File: src/rtl/bmx_pkg.sv
package bmx_pkg;

  typedef enum logic {
    OP_XPOSE  = 1'b0,
    OP_GATHER = 1'b1
  } bmxOp_e;

  // strobes from control to datapath
  typedef struct packed {
    logic loadRes;    // capture a new result this edge
    logic pickGather; // 1: gather network, 0: transpose network
  } bmxCtrl_t;

endpackage

File: src/rtl/bmx_ctrl.sv
module bmx_ctrl
  import bmx_pkg::*;
(
  input  logic     clk,
  input  logic     rstN,
  input  logic     start,
  input  bmxOp_e   opCode,
  output bmxCtrl_t ctrl,
  output logic     doneQ
);

  always_comb begin
    ctrl.loadRes    = start;
    ctrl.pickGather = (opCode == OP_GATHER);
  end

  always_ff @(posedge clk or negedge rstN) begin
    if (!rstN) doneQ <= 1'b0;
    else       doneQ <= start;
  end

endmodule

File: src/rtl/bmx_datapath.sv
module bmx_datapath
  import bmx_pkg::*;
#(
  parameter int DIM = 8
) (
  input  logic              clk,
  input  logic              rstN,
  input  bmxCtrl_t          ctrl,
  input  logic [DIM*DIM-1:0] srcA,
  input  logic [DIM*DIM-1:0] srcB,
  output logic [DIM*DIM-1:0] resQ
);

  localparam int DATA_W = DIM * DIM;
  localparam int IDX_W  = $clog2(DATA_W);

  logic [DATA_W-1:0] xposeW;
  logic [DIM-1:0]    pickedW;
  logic [DATA_W-1:0] gatherW;

  // transpose: row r, column c -> row c, column r
  for (genvar r = 0; r < DIM; r++) begin : g_row
    for (genvar c = 0; c < DIM; c++) begin : g_col
      assign xposeW[c*DIM + r] = srcA[r*DIM + c];
    end
  end

  // gather: one lane per index field
  for (genvar k = 0; k < DIM; k++) begin : g_lane
    logic [DIM-1:0] idx;
    logic           inRange;
    assign idx = srcB[k*DIM +: DIM];
    if (DIM > IDX_W) begin : g_hiChk
      if (DATA_W == (1 << IDX_W)) begin : g_pow2
        assign inRange = ~|idx[DIM-1:IDX_W];
      end else begin : g_npow2
        assign inRange = (~|idx[DIM-1:IDX_W]) && (int'(idx[IDX_W-1:0]) < DATA_W);
      end
    end else begin : g_noHi
      if (DATA_W == (1 << IDX_W)) begin : g_pow2
        assign inRange = 1'b1;
      end else begin : g_npow2
        assign inRange = (int'(idx[IDX_W-1:0]) < DATA_W);
      end
    end
    assign pickedW[k] = inRange ? srcA[idx[IDX_W-1:0]] : 1'b0;
  end

  assign gatherW = {{(DATA_W-DIM){1'b0}}, pickedW};

  always_ff @(posedge clk or negedge rstN) begin
    if (!rstN) begin
      resQ <= '0;
    end else if (ctrl.loadRes) begin
      resQ <= ctrl.pickGather ? gatherW : xposeW;
    end
  end

endmodule

File: src/rtl/bmx_top.sv
module bmx_top
  import bmx_pkg::*;
#(
  parameter int DIM = 8
) (
  input  logic               clk,
  input  logic               rstN,
  input  logic               start,
  input  logic               op,
  input  logic [DIM*DIM-1:0] a,
  input  logic [DIM*DIM-1:0] b,
  output logic               done,
  output logic [DIM*DIM-1:0] result
);

  bmxCtrl_t ctrl;

  bmx_ctrl u_ctrl (
    .clk    (clk),
    .rstN   (rstN),
    .start  (start),
    .opCode (bmxOp_e'(op)),
    .ctrl   (ctrl),
    .doneQ  (done)
  );

  bmx_datapath #(.DIM(DIM)) u_dp (
    .clk  (clk),
    .rstN (rstN),
    .ctrl (ctrl),
    .srcA (a),
    .srcB (b),
    .resQ (result)
  );

endmodule

File: config.mk
export PLATFORM = sky130hd
export DESIGN_NAME = bmx_top
export DESIGN_NICKNAME = d
export VERILOG_FILES = /design/src/rtl/bmx_pkg.sv /design/src/rtl/bmx_ctrl.sv /design/src/rtl/bmx_datapath.sv /design/src/rtl/bmx_top.sv
export SDC_FILE = /design/constraint.sdc
export NUM_CORES = 1
export LEC_CHECK = 0
export BUFFER_PORTS_ARGS = -buffer_cell sky130_fd_sc_hd__buf_2
export CORE_MARGIN = 4
export CORE_UTILIZATION = 25
export CTS_CLUSTER_SIZE = 40
export DETAILED_ROUTE_END_ITERATION = 7
export MAX_ROUTING_LAYER = met4
export PLACE_DENSITY = 0.5
export SYNTH_ARGS = -nofsm -noshare
export SYNTH_HDL_FRONTEND = slang
export SYNTH_SLANG_ARGS = --single-unit
File: constraint.sdc
create_clock -name clk -period 1.6 [get_ports clk]
set_clock_uncertainty 0.1 [all_clocks]
set_input_delay 0.16 -clock clk [delete_from_list [all_inputs] [get_ports clk]]
set_output_delay 0.16 -clock clk [all_outputs]
set_load 0.1 [all_outputs]
# ---- Word-level counts from Yosys, hierarchy flattened
# Cells that the tools add are included.
dict set report word_totals {
  ff_bits 65
  inputBits 132
  output_inout_bits 65
  word_cells 43
}
dict set report op_classes {
  magnitude_cmp 8
  muxes 25
  n_reduce_logical 8
}
# operator n
set op_table {}
lappend op_table {{$mux W64} 1}
lappend op_table {{$lt A6 B7 Y1 const B} 8}
lappend op_table {{$bmux W1 S6} 8}
lappend op_table {{$mux W1} 16}
lappend op_table {{$reduce_or A2 Y1} 8}

# ---- Logic depth before layout (Yosys ltp)
# Gate-level depths: netlist (run 1).
dict set report logic_depth {
  word_depth 4
  ltp_mapped 7
  depth_no_buf 5
}

# ---- By module
# A second synthesis (run 1) with hierarchy kept.
dict set report unflattened {
  hier_cells 589
  area_unflattened_um2 7184.4
}
# module instances cells_per_inst area_each_um2 seq_area_each_um2
set modules_own_cells {}
lappend modules_own_cells {bmx_datapath 1 586 7144.4 1601.5}
lappend modules_own_cells {bmx_ctrl 1 3 40.0 25.0}

# ---- Worst setup path after synthesis (run 1)
# OpenSTA, ideal clock, no wires.
dict set report synth_timing {
  kind {input port to flip-flop}
  startpoint {in b[9]}
  endpoint {reg u_dp.resQ[1]}
  setup_ns 0.126
  arrival_time_ns 1.834
  t_required_ns 1.374
  slack_ns -0.460
  stages 7
  n_path_buf 2
  path_cell_list {buf_2 -> buf_1 -> mux4_1 -> mux4_2 -> nand2_1 -> o21ai_1 -> a311o_1}
}
dict set report synth_between {
  elab_chain_cells 4
}
# item line_no
set synth_rtl {}
lappend synth_rtl {{start, declared} bmx_top.sv:11} ;# input logic [DIM*DIM-1:0] b,
lappend synth_rtl {{$bmux W1 S6} bmx_datapath.sv:46} ;# assign pickedW[k] = inRange ? srcA[idx[IDX_W-1:0]] : 1'b0;
lappend synth_rtl {{$mux W1 (not written as such)} bmx_datapath.sv:46}
lappend synth_rtl {{$mux W1} bmx_datapath.sv:46}
lappend synth_rtl {{$mux W64} bmx_datapath.sv:55} ;# resQ <= ctrl.pickGather ? gatherW : xposeW;
lappend synth_rtl {{end signal, assigned} bmx_datapath.sv:55}
lappend synth_rtl {{end, declared} bmx_datapath.sv:11} ;# output logic [DIM*DIM-1:0] resQ
# No other way between the ends. The select of a mux whose other input is x is not followed.
# A chain may end at the register's enable or synchronous reset.

# ---- Final worst setup path (run 1)
dict set report layout_timing {
  startpoint {in a[38]}
  endpoint {reg u_dp.resQ[1]}
}
dict set report layout_between {
  elab_chain_cells 4
}
# item line_no
set layout_rtl {}
lappend layout_rtl {{start, declared} bmx_top.sv:10} ;# input logic [DIM*DIM-1:0] a,
lappend layout_rtl {{$bmux W1 S6} bmx_datapath.sv:46}
lappend layout_rtl {{$mux W1 (not written as such)} bmx_datapath.sv:46}
lappend layout_rtl {{$mux W1} bmx_datapath.sv:46}
lappend layout_rtl {{$mux W64} bmx_datapath.sv:55}
# No other way between the ends. The select of a mux whose other input is x is not followed.

==> results of run 1 <==
[critical path: stages]
cell and delay, ns:
sky130_fd_sc_hd__buf_4 0.16, sky130_fd_sc_hd__mux4_2 0.47, sky130_fd_sc_hd__mux4_2 0.48, sky130_fd_sc_hd__and4b_1 0.20, sky130_fd_sc_hd__a311o_1 0.26
[what timing repair did]
item / CTS / global route
gates resized for setup: 68 / 86
hold buffers: 8 / 0
setup endpoints to repair: 5 / 8
setup buffers: 0 / 2
pin swaps: 0 / 10
hold endpoints to repair: 72 / 0
[power by group]
| group | switching, mW | leakage [nW] | total (mW) | internal (mW) |
|---|---|---|---|---|
| sequential | 0.0698 | 0.837 | 1.85 | 1.78 |
| clock | 0.865 | 0.141 | 2.12 | 1.25 |
| combinational | 2.24 | 3.52 | 3.64 | 1.40 |
| total | 3.18 | 4.50 | 7.61 | 4.43 |
[layer usage]
metal	vias to the layer above	track usage	wire length [um]
met4	0	0.08347	1163
met1	3676	0.2980	14050
met5	-	-	0
met2	513	0.3484	16560
met3	81	0.07143	3863
li1	3073	-	-
[stage by stage]
stage	hold WS [ns]	setup TNS (ns)
final	0.006083	0
after global routing	0.01207	0
after CTS	0.001984	0
after detailed placement	-0.04949	-3.298
after global placement	-0.04498	-3.211
after floorplan	-0.2356	-1.134
[registers in the layout (all words and copies together), names as in the netlist]
register      count
u_ctrl.doneQ      1
u_dp.resQ        64
[cell type report]
type	count	area, um^2
clock buffers	10	239.0
inverters	62	232.7
flip-flops and latches	65	1627
diodes	2	5.005
clock inverters	6	66.31
repair buffers	376	2848
multi-input cells	414	5025
fillers	2919	18180
well taps	384	480.5
[final timing paths]
| check | startpoint | to | slack [ns] | cells after the start |
|---|---|---|---|---|
| worst min register to register | u_dp.resQ[17] | u_dp.resQ[17] | 0.42 | 2 |
| max in group asynchronous | rstN | u_dp.resQ[5] | 0.74 | 3 |
| min in group asynchronous | rstN | u_dp.resQ[31] | 0.12 | 2 |
| worst max-delay path | a[38] | u_dp.resQ[1] | 0.004 | 5 |
| worst min-delay path | b[59] | u_dp.resQ[7] | 0.006 | 3 |
| worst max register to register | u_dp.resQ[5] | u_dp.resQ[5] | 0.35 | 4 |
[kinds of logic after synthesis]
kind of cell,count (synthesis),share of synthesized area
multiplexers,169,0.4851
AND/OR/NAND/NOR,141,0.1312
buffers and inverters,126,0.07447
AO/OA/AOI/OAI,104,0.08516
flip-flops,65,0.2241
[cell usage in the layout (no fill, tap or decap), drive strengths merged, types with 7 or more instances in the layout]
cell type,synthesis,routed
nand2,14,14
nand3,8,8
nor3,7,7
nand3b,70,70
dlygate4sd3,0,8
buf,31,367
clkbuf,33,11
mux2i,27,27
dfrtp,65,65
inv,62,63
mux4,137,137
nand4,7,7
a31oi,9,9
o21ai,68,68
==> impl.org, run 1 <==
** Synth
- By instance count, the leading cell after synthesis is sky130_fd_sc_hd__mux4_2.
- Synth Warn # :: 0
- Synth cell types :: 42
- The share of synthesized area in the top cell type comes to 0.3351.
- In the synthesized netlist, the number of instances is 605.
- In this run the mean area of a mapped cell was 12.00 um^2.
- Number of enable-type register cells in the synthesized netlist :: 0
- Sequential area share after synthesis :: 0.2241
- Cell type contributing the most total cell area after synthesis :: sky130_fd_sc_hd__mux4_2
- Flip-flop and latch count after synthesis :: 65
- After synthesis, the most frequently instantiated cells are sky130_fd_sc_hd__mux4_2 (108), sky130_fd_sc_hd__nand3b_1 (70), sky130_fd_sc_hd__dfrtp_1 (65), sky130_fd_sc_hd__o21ai_0 (65), sky130_fd_sc_hd__inv_1 (62).
- Post-Syn Nets :: 737
- Main synth FF type :: sky130_fd_sc_hd__dfrtp_1
- Sorting the synthesized cells by area gives the leading types as sky130_fd_sc_hd__mux4_2 (34%), sky130_fd_sc_hd__dfrtp_1 (22%), sky130_fd_sc_hd__mux4_1 (10%).
- For this run, asynchronously set or reset flops after synthesis account for 1.000.
- Area of the mapped netlist :: 7258 um^2

** Pwr
- Total power :: 7.608 mW
- Peak supply drop :: 0.5788 mV
- Power per Cell Area :: 723.0 nW/um^2
- Static leakage :: 4.499 nW

** Timing
- In the finished design, the share of the clock period the worst path needs comes to 0.9975.
- Measured against its own limit, the worst slew margin works out to 0.6540.
- RSZ-0062 raised after global routing :: no
- Transition time at the pin with the least slew margin :: 0.5227 ns
- Hold Violations, Final :: 0
- The worst path meets setup with 0.004028 ns of slack.
- Timing would allow up to 0.6266 GHz.
- Min Clock Period, post-route :: 1.596 ns
- Setup violations remaining at the end of the flow were counted as 0.
- The final max-slew violation count came to 0.

** Layout
- Relative to the synthesized area, the layout overhead comes to 44.98%.
- At the end of the flow the core is filled with cells to 0.3666.
- Non-Filler Cell Area, Final :: 10520 um^2
- Layout Cells excl Fill :: 1319
- Fraction of layout instances using a drive strength above 1 :: 0.5681
- After the last flow step, the layout net total stands at 1060.

** CTS
- TritonCTS clock tree :: built
- After clock tree synthesis, the clock-pin slew on the worst setup and hold paths is 0.07 ns.
- Longest Clk Path Bufs :: 2
- Clock tree root driver cell :: sky130_fd_sc_hd__clkbuf_16
- The clock tree synthesis step divided the H-tree into 3 levels.
- Clk sink count :: 65
- CTS buffer count :: 9
- Clock insertion delay at the later pin of the skew report :: 0.34 ns

** GRT
- Remaining Overflow, GRT :: 0
- Entering global routing, the biggest net connects 51 pins.
- Antenna violations before repair :: 0
- The via count of the first global-routing pass is 7474.
- GR Util All Layers :: 0.2322
- The first global-routing pass estimated 51690 um of wire.

** Routing
- Antenna-violating nets left :: 0
- The routed layout has 7343 vias.
- In the routed design, unresolved DRC markers number 0.
- The first routing iteration left 788 violations.
- Detailed-routing iteration count for the pre-antenna-repair pass :: 5
- Final routed wire length divided by cell count :: 27.02 um
- In the routed layout, each cell is associated on average with a via count of 5.567.
- Total Routed Length :: 35640 um

** Place
- At the end of routability-driven placement, the weighted congestion stood at 0.9381.
- Detailed placement ended at an HPWL of 26830 um.
- Cell count after placement :: 1291
- Area of placed instances :: 9744 um^2
- Prior to clock tree synthesis, the placed netlist has a worst setup slack of -0.5384 ns.
- Buffers placed on the I/O ports in this run total 196.

** Run status
- Outcome :: finished, final reports clean

** Floorplan
- Starting Density :: 0.2529
- Standard cell core area :: 28700 um^2
- Std-Cell Rows :: 62
- The floorplan step defined a die boundary enclosing 31820 um^2.
- Die X-Extent :: 178.4 um
- During I/O placement, the number of pins put on the boundary was 197.
- In this run the vertical extent of the chip is 178.4 um.

** Critical path
- CP Max Fanout :: 5
- Data arrival time of the critical path :: 1.73 ns
- The worst setup path is captured at a flop.
- The setup path with the least slack is of type in -> reg.
- Startpoint class of the critical path :: input port
- At the worst endpoint, the required time is 1.74 ns.

** Worst hold path
- Hold WC Path Type :: in -> reg

** Job
- The tool flagged a number of max-cap violations equal to 0.
No activity file was read; power rests on OpenSTA's default activity.
==> run 2, diff against run 1 <==
- PLACE_DENSITY: 0.5 -> unset
- PLACE_DENSITY_LB_ADDON: unset -> 0.3
==> run 2 against run 1 <==
The run now ends with setup timing left. Sequential share of layout area hardly changed. Sequential power hardly changed. Global-route usage is 0.15 points lower. Clock-buffer cell count is 1 lower. Core utilization is 0.096 points higher. Worst hold slack better by 0.0012 ns. Clock power is 15% higher. Die area stayed put. Non-clock buffer count is 2 lower. Combinational power hardly changed. Worst setup slack worse by 0.016 ns. Critical endpoint is now u_dp.resQ[4]. Highest routed layer unchanged.
==> impl.org, run 2 (same netlist as run 1, synthesis figures left out) <==
** Run status
- Outcome :: finished, violations left
- The checks that failed: setup timing.

** Critical path
- The signal on the critical path passes through buf_2, mux4_2, mux4_2, nor2b_1, a31oi_1, o21ai_1.
- Crit path kind :: in -> reg
- Among all stages on the critical path, the largest delay is contributed by sky130_fd_sc_hd__mux4_2.
- Required arrival time at the worst endpoint :: 1.74 ns
- R2R Path Start :: u_dp.resQ[1]
- Endpoint type of the worst setup path :: flop
- Top cell by count, worst path :: sky130_fd_sc_hd__mux4_2
- CP Max Fanout :: 7
- Register-to-Register Setup Slack :: 0.35 ns
- Worst R2R Path Depth :: 4
- CP max stage delay :: 0.49 ns
- The kind of cell with the highest combined delay along the critical path is multiplexers.
- STA puts the critical path data arrival time at 1.75 ns.
- Count of buffer and inverter cells on the critical path :: 1
- The endpoint identified for the worst register-to-register timing path is u_dp.resQ[1].
- STA classifies the critical path startpoint as an input port.

** Routing
- Number of vias per cell after detailed routing :: 5.583
- For this run, the detailed router's first-pass iteration total came to 5.
- The routed layout has 7359 vias.
- Total Routed Length :: 35890 um
- In the routed design, unresolved DRC markers number 0.
- In the final routed layout, each cell accounts on average for 27.23 um.
- The first routing iteration left 668 violations.
- Antenna-violating nets left :: 0

** Floorplan
- Standard cell core area :: 28700 um^2
- Starting Density :: 0.2529
- Die X-Extent :: 178.4 um
- Die boundary height :: 178.4 um
- 197 I/O pins were placed.
- Total die area :: 31820 um^2
- Std-Cell Rows :: 62

** Pwr
- Total power :: 7.912 mW
- Of the total power, the share spent switching nets is 0.4045.
- Internal power :: 4.711 mW
- Of the total power, registers draw 0.234.
- In this run the power spent charging and discharging nets is 3.200 mW.
- Logic gate share of total power :: 0.458
- Of the total power, the clock network draws 0.308.
- Peak supply drop :: 0.5274 mV
- Power per Cell Area :: 749.9 nW/um^2
- Static leakage :: 4.523 nW

** Layout
- Largest Register :: u_dp.resQ
- After filler insertion, the fill cell instance count of the layout stands at 2953.
- The top cell types in the final layout, fill and taps aside, are sky130_fd_sc_hd__buf_4 (169), sky130_fd_sc_hd__buf_2 (142), sky130_fd_sc_hd__mux4_2 (131).
- After routing the design area is 10550 um^2.
- The library cell used most frequently in the layout, excluding fill and tap cells, is sky130_fd_sc_hd__buf_4.
- Final layout net count :: 1058
- The largest registers in the layout are u_dp.resQ (64), u_ctrl.doneQ (1).
- Number of flip-flops under the largest register name :: 64
- Of the cells placed in the final design, the portion with a size suffix greater than 1 is 0.5693.
- Relative to the synthesized area, the layout overhead comes to 45.35%.

** GRT
- Antenna violations before repair :: 2
- Entering global routing, the biggest net connects 66 pins.
- Summed over all layers, the global routing overflow is 0.
- GR Util All Layers :: 0.2307
- The via count of the first global-routing pass is 7473.
- Wire length of the first global-routing pass :: 51330 um

** Job
- Max-cap violation count :: 0

** Timing
- Tcrit/Tclk final :: 1.007
- RSZ-0062 raised after global routing :: yes
- Counting I/O delays and the setup requirement, the final critical path takes 1.612 ns.
- Final number of max-transition violations :: 0
- For this run, the top clock speed supported by timing is 0.6204 GHz.
- Transition time at the pin with the least slew margin :: 0.5624 ns
- Hold Violations, Final :: 0
- Setup violations remaining at the end of the flow were counted as 1.
- Worst slew slack as a fraction of its limit :: 0.6198
- After layout, the worst setup slack is -0.01195 ns.

** CTS
- After clock tree synthesis, the clock-pin slew on the worst setup and hold paths is 0.08 ns.
- Longest Clk Path Bufs :: 2
- Clock tree root driver cell :: sky130_fd_sc_hd__clkbuf_16
- H-Tree Level Count :: 3
- Buffers inserted during clock tree synthesis total 9.
- For this design, the sink count on the clock tree is 65.
- The later pin in the worst-skew pair is clocked with a latency of 0.35 ns.
- TritonCTS built the clock tree.

** Place
- Area of placed instances :: 9747 um^2
- The congestion estimate from routability-driven global placement came to 0.9418.
- Summed over all nets, the half-perimeter wirelength after detailed placement is 26320 um.
- Input and output buffers added on the ports amount to 196.

** Worst hold path
- The worst hold path passes through 3 cells.
- The worst hold path terminates at u_dp.resQ[7].
- The min-delay analysis places its worst path in the category in -> reg.
- The startpoint identified for the worst hold timing path is b[61].
[run 2: changes by cell type in the layout (fill, tap and decap cells not counted), moves of 2 or more]
cell | previous run | this run
sky130_fd_sc_hd__buf_6 | 50 | 35
sky130_fd_sc_hd__dlygate4sd3_1 | 8 | 5
sky130_fd_sc_hd__buf_8 | 5 | 8
sky130_fd_sc_hd__clkinvlp_4 | 3 | 1
sky130_fd_sc_hd__bufinv_16 | 1 | 3
sky130_fd_sc_hd__buf_12 | 10 | 14
sky130_fd_sc_hd__buf_2 | 138 | 142
sky130_fd_sc_hd__buf_4 | 164 | 169
[run 2: final cells by class]
type	count	area, um^2	area share
multi-input cells	414	5022	0.4760
repair buffers	374	2831	0.2684
flip-flops and latches	65	1627	0.1542
well taps	384	480.5	0.04554
inverters	62	232.7	0.02206
clock buffers	9	225.2	0.02135
clock inverters	7	123.9	0.01174
diodes	3	7.507	0.0007116
[run 2: power by group through the flow]
| stage | logic (mW) | clock network (mW) | registers, mW |
|---|---|---|---|
| after floorplan | 1.25 | 0 | 2.87 |
| after detailed placement | 3.46 | 0 | 1.88 |
| after global placement | 3.46 | 0 | 1.87 |
| final | 3.62 | 2.44 | 1.85 |
| after CTS | 3.56 | 2.48 | 1.85 |
| after global routing | 3.79 | 2.57 | 1.87 |
[run 2: worst register-to-register path, cell delays in order, from the launching register on]
cell	delay, ns
sky130_fd_sc_hd__dfrtp_1	0.37
sky130_fd_sc_hd__nor2_1	0.09
sky130_fd_sc_hd__a21oi_1	0.04
sky130_fd_sc_hd__a31o_2	0.22
sky130_fd_sc_hd__a311o_1	0.31
[run 2: routing by layer]
layer / wire length [um] / vias up / global-route usage
met2: 16680 / 485 / 0.3490
met3: 4211 / 76 / 0.07418
met4: 1140 / 0 / 0.07995
met5: 0 / - / -
li1: - / 3093 / -
met1: 13860 / 3705 / 0.2927
[run 2: worst max path at each step]
stage                     depth (start not counted)           end  slack, ns  startpoint
after floorplan                                   5  u_dp.resQ[0]      -0.24        b[2]
after global placement                            6  u_dp.resQ[5]      -0.50       b[40]
after detailed placement                          6  u_dp.resQ[1]      -0.48       b[10]
after CTS                                         5  u_dp.resQ[1]    -0.0008       a[55]
after global routing                              5  u_dp.resQ[5]      -0.02       a[55]
final                                             6  u_dp.resQ[4]      -0.01        a[5]
[run 2: through the flow]
stage	hold WS [ns]	util	cells	setup slack, ns	TNS, ns
finish	0.007280	0.3676	1318	-0.01195	-0.01195
global placement	0.1100	0.3396	1293	-0.4951	-3.140
floorplan	-0.2356	-	605	-0.2402	-1.134
CTS	0.006641	0.3616	1314	-0.0007598	-0.0007598
global route	0.01789	0.3675	1317	-0.01845	-0.02090
detailed placement	0.1084	0.3396	1293	-0.4838	-3.172
[run 2: repair_timing]
action / 4_1_cts / 5_1_grt
gates resized for setup: 82 / 64
endpoints found under the hold margin: 69 / 0
setup buffers: 0 / 1
hold buffers: 5 / 0
endpoints found under the setup margin: 5 / 5
pin swaps: 2 / 8
==> run 3, diff against run 2 <==
- PLACE_DENSITY_LB_ADDON: 0.3 -> unset
- SYNTH_HIERARCHICAL: unset -> 1
==> run 3 against run 2 <==
The run still ends with setup timing left. First-iteration DRC count up 48%. Routed wire length shrank 5.0%. Non-clock buffer count fell by 14. Sequential share of layout area up 0.24 points. Die area is 0.97% lower. Highest routed layer unchanged. Largest power group unchanged.
==> impl.org, run 3 <==
** Run status
- Outcome :: finished, violations left
- Failing checks :: setup timing

** Timing
- Summed over all failing endpoints, the final setup total negative slack is -0.1485 ns.
- Hold slack final :: 0.006161 ns
- Maximum clock frequency :: 0.6039 GHz
- Subtracting the final worst setup slack from the clock period gives 1.656 ns.
- The hold violation total from the final report came to 0.
- In the post-route analysis, the smallest setup slack over all paths is -0.05604 ns.
- Final number of max-transition violations :: 0
- Transition time at the pin with the least slew margin :: 0.5089 ns
- In the finished design, the share of the clock period the worst path needs comes to 1.035.
- Setup violations remaining at the end of the flow were counted as 5.
- RSZ-0062 raised after global routing :: yes
- In this run the tightest slew margin relative to its limit is 0.6630.

** Layout
- Registers take 1628 um^2.
- Most used cells in the layout excluding fill and tap cells :: sky130_fd_sc_hd__buf_4 (163), sky130_fd_sc_hd__buf_2 (142), sky130_fd_sc_hd__mux4_2 (138)
- Non-Filler Cell Area, Final :: 10400 um^2
- More flip-flops sit in one register than any other, and that register is u_dp/resQ.
- Number of fill cells :: 2874
- Footprint of the multi-input gates :: 5031 um^2
- The largest registers in the layout are u_dp/resQ (64), u_ctrl/doneQ (1).
- Layout overhead on the synthesized area :: 44.74%
- The final layout contains 1027 nets.
- The library cell used most frequently in the layout, excluding fill and tap cells, is sky130_fd_sc_hd__buf_4.
- Number of flip-flops under the largest register name :: 64
- In the final layout, the share of cells above drive strength 1 is 0.5800.

** CTS
- The clock reaches the later pin of the worst-skew pair after 0.35 ns.
- H-Tree Level Count :: 3
- Clk sink count :: 65
- Clock transition at path regs :: 0.06 ns
- The cell sitting at the root of the clock tree is a sky130_fd_sc_hd__clkbuf_16.
- Longest Clk Path Bufs :: 2
- In this run, CTS created clock tree buffers numbering 9.
- TritonCTS clock tree :: built

** GRT
- Wire length of the first global-routing pass :: 48550 um
- Remaining Overflow, GRT :: 0
- The via count of the first global-routing pass came to 7274.
- Antenna violations before repair :: 5
- GR Util All Layers :: 0.2180
- Largest net degree at the start of global routing :: 54

** Floorplan
- Number of top-level pins :: 197
- Die boundary height :: 177.5 um
- Standard cell core area :: 28090 um^2
- Total die area :: 31510 um^2
- Die X-Extent :: 177.5 um
- Starting Density :: 0.2558
- The floorplan has 61 rows.

** Synth
- Number of enable-type register cells in the synthesized netlist :: 0
- Leading cell types by count after synthesis :: sky130_fd_sc_hd__mux4_2 (122), sky130_fd_sc_hd__dfrtp_1 (65), sky130_fd_sc_hd__inv_1 (61), sky130_fd_sc_hd__nand3b_1 (61), sky130_fd_sc_hd__o21ai_0 (60)
- After synthesis, the share of flip-flops with an asynchronous set or reset is 1.000.
- In this run, synthesis produced a sequential element count of 65.
- Synth Warn # :: 6
- Main synth FF type :: sky130_fd_sc_hd__dfrtp_1
- Post-Syn Nets :: 721
- After synthesis, the cell types taking the most area are sky130_fd_sc_hd__mux4_2 (38%), sky130_fd_sc_hd__dfrtp_1 (23%), sky130_fd_sc_hd__mux4_1 (8.0%).
- The share of synthesized area in the top cell type comes to 0.3824.
- For this run, the register share of the synthesized area comes to 0.2264.
- Area of the mapped netlist :: 7184 um^2
- Most instantiated library cell after synthesis :: sky130_fd_sc_hd__mux4_2
- In the synthesized netlist, the number of instances is 589.
- Synthesized area divided by synthesized cell count :: 12.20 um^2
- The biggest area contributor in the post-synthesis netlist is sky130_fd_sc_hd__mux4_2.
- Synthesis instantiated 37 different standard cells from the library.

** Routing
- Dividing the detail-routed via count by the number of cells gives 5.677.
- The detailed router placed 7284 vias in this run.
- After detailed routing, the average wire length per cell comes to 26.58 um.
- Antenna-violating nets left :: 0
- Total Routed Length :: 34100 um
- First-iteration detailed-routing DRC count :: 989
- Detailed-routing iteration count for the pre-antenna-repair pass :: 5
- After detailed routing, the number of remaining DRC violations is 0.

** Critical path
- Data arrival time of the critical path :: 1.78 ns
- Along the worst path, the maximum fanout reaches 7.
- Required arrival time at the worst endpoint :: 1.73 ns
- Startpoint class of the critical path :: input port
- Endpoint type of the worst setup path :: flop
- Crit path kind :: in -> reg

** Worst hold path
- The tightest min-delay check is of the in -> reg type.

** Pwr
- Total power :: 7.672 mW
- Power per Cell Area :: 737.8 nW/um^2
- The worst-case IR drop observed on VDD is 0.5283 mV.
- Static leakage :: 4.432 nW

** Place
- Detail Placement HPWL :: 26180 um
- Summing all placed instances gives a cell area of 9630 um^2.
- Input and output buffers added on the ports amount to 196.
- Placer Congestion :: 0.9733

** Job
- Max-cap violations in this run came to 0.
## run 3: cell count changes in the layout (fill, tap and decap cells not counted), sizes merged, moves of 5 or more
cell and change:
nor2 +6, a31oi -6, nand4 -6, nand3b -9, dlygate4sd3 +7, mux4 +7
a21oi +5, buf -23, nor3 +8, o21ai -8
## run 3: worst max-delay path: stages
cell	delay (ns)
sky130_fd_sc_hd__buf_4	0.16
sky130_fd_sc_hd__mux4_2	0.48
sky130_fd_sc_hd__mux4_2	0.48
sky130_fd_sc_hd__nor2_1	0.11
sky130_fd_sc_hd__a211oi_1	0.06
sky130_fd_sc_hd__or3_1	0.31
## run 3: layout make-up
cell class | instances | share of cell area
diodes | 5 | 0.001203
clock buffers | 11 | 0.02431
clock inverters | 5 | 0.006016
inverters | 61 | 0.02202
multi-input cells | 398 | 0.4838
flip-flops and latches | 65 | 0.1565
well taps | 378 | 0.04548
repair buffers | 360 | 0.2606
## run 3: through the flow
stage / worst slack (ns) / instances / utilization
6_report: -0.05604 / 1283 / 0.3702
5_1_grt: -0.04837 / 1283 / 0.3702
4_1_cts: -0.04184 / 1277 / 0.3648
3_5_place_dp: -0.5512 / 1249 / 0.3429
3_3_place_gp: -0.5321 / 1249 / 0.3429
2_1_floorplan: -0.3365 / 589 / -
## run 3: repair_timing
action,in CTS,in global routing
hold buffers,11,1
buffers inserted,0,1
pin swaps,6,8
endpoints found under the hold margin,69,1
gates resized for setup,59,48
cloned,1,0
endpoints found under the setup margin,6,8
## run 3: metal layers
layer | routed length, um | part of all wire | vias up | global-route usage
met1 | 13160 | 0.39 | 3618 | 0.2792
met2 | 15150 | 0.44 | 584 | 0.3176
met4 | 1568 | 0.046 | 0 | 0.09410
met5 | 0 | 0 | - | -
li1 | - | - | 2979 | -
met3 | 4223 | 0.12 | 103 | 0.07009
## run 3: worst paths after layout
path	startpoint	endpoint	slack [ns]	cells after the start
worst max-delay path	a[14]	u_dp/resQ[4]	-0.06	6
worst min-delay path	a[13]	u_dp/resQ[41]	0.006	3
worst min register to register	u_dp/resQ[32]	u_dp/resQ[32]	0.41	2
min in group asynchronous	rstN	u_dp/resQ[56]	0.15	2
worst max register to register	u_dp/resQ[1]	u_dp/resQ[1]	0.25	5
max in group asynchronous	rstN	u_dp/resQ[60]	0.67	3
## run 3: power breakdown
part           internal [mW]  switching, mW  total (mW)
sequential              1.78         0.0743        1.85
clock                   1.30          0.903        2.21
combinational           1.39           2.22        3.61
total                   4.47           3.20        7.67
## run 3: logic make-up (layout without fill, tap and decap cells)
| group | after synthesis | count (layout) | synth area share |
|---|---|---|---|
| mux | 180 | 180 | 0.5141 |
| compound gates | 86 | 86 | 0.06635 |
| buf+inv | 126 | 437 | 0.07680 |
| simple gates | 132 | 132 | 0.1163 |
| flops | 65 | 65 | 0.2264 |
| other cells | 0 | 5 | 0 |
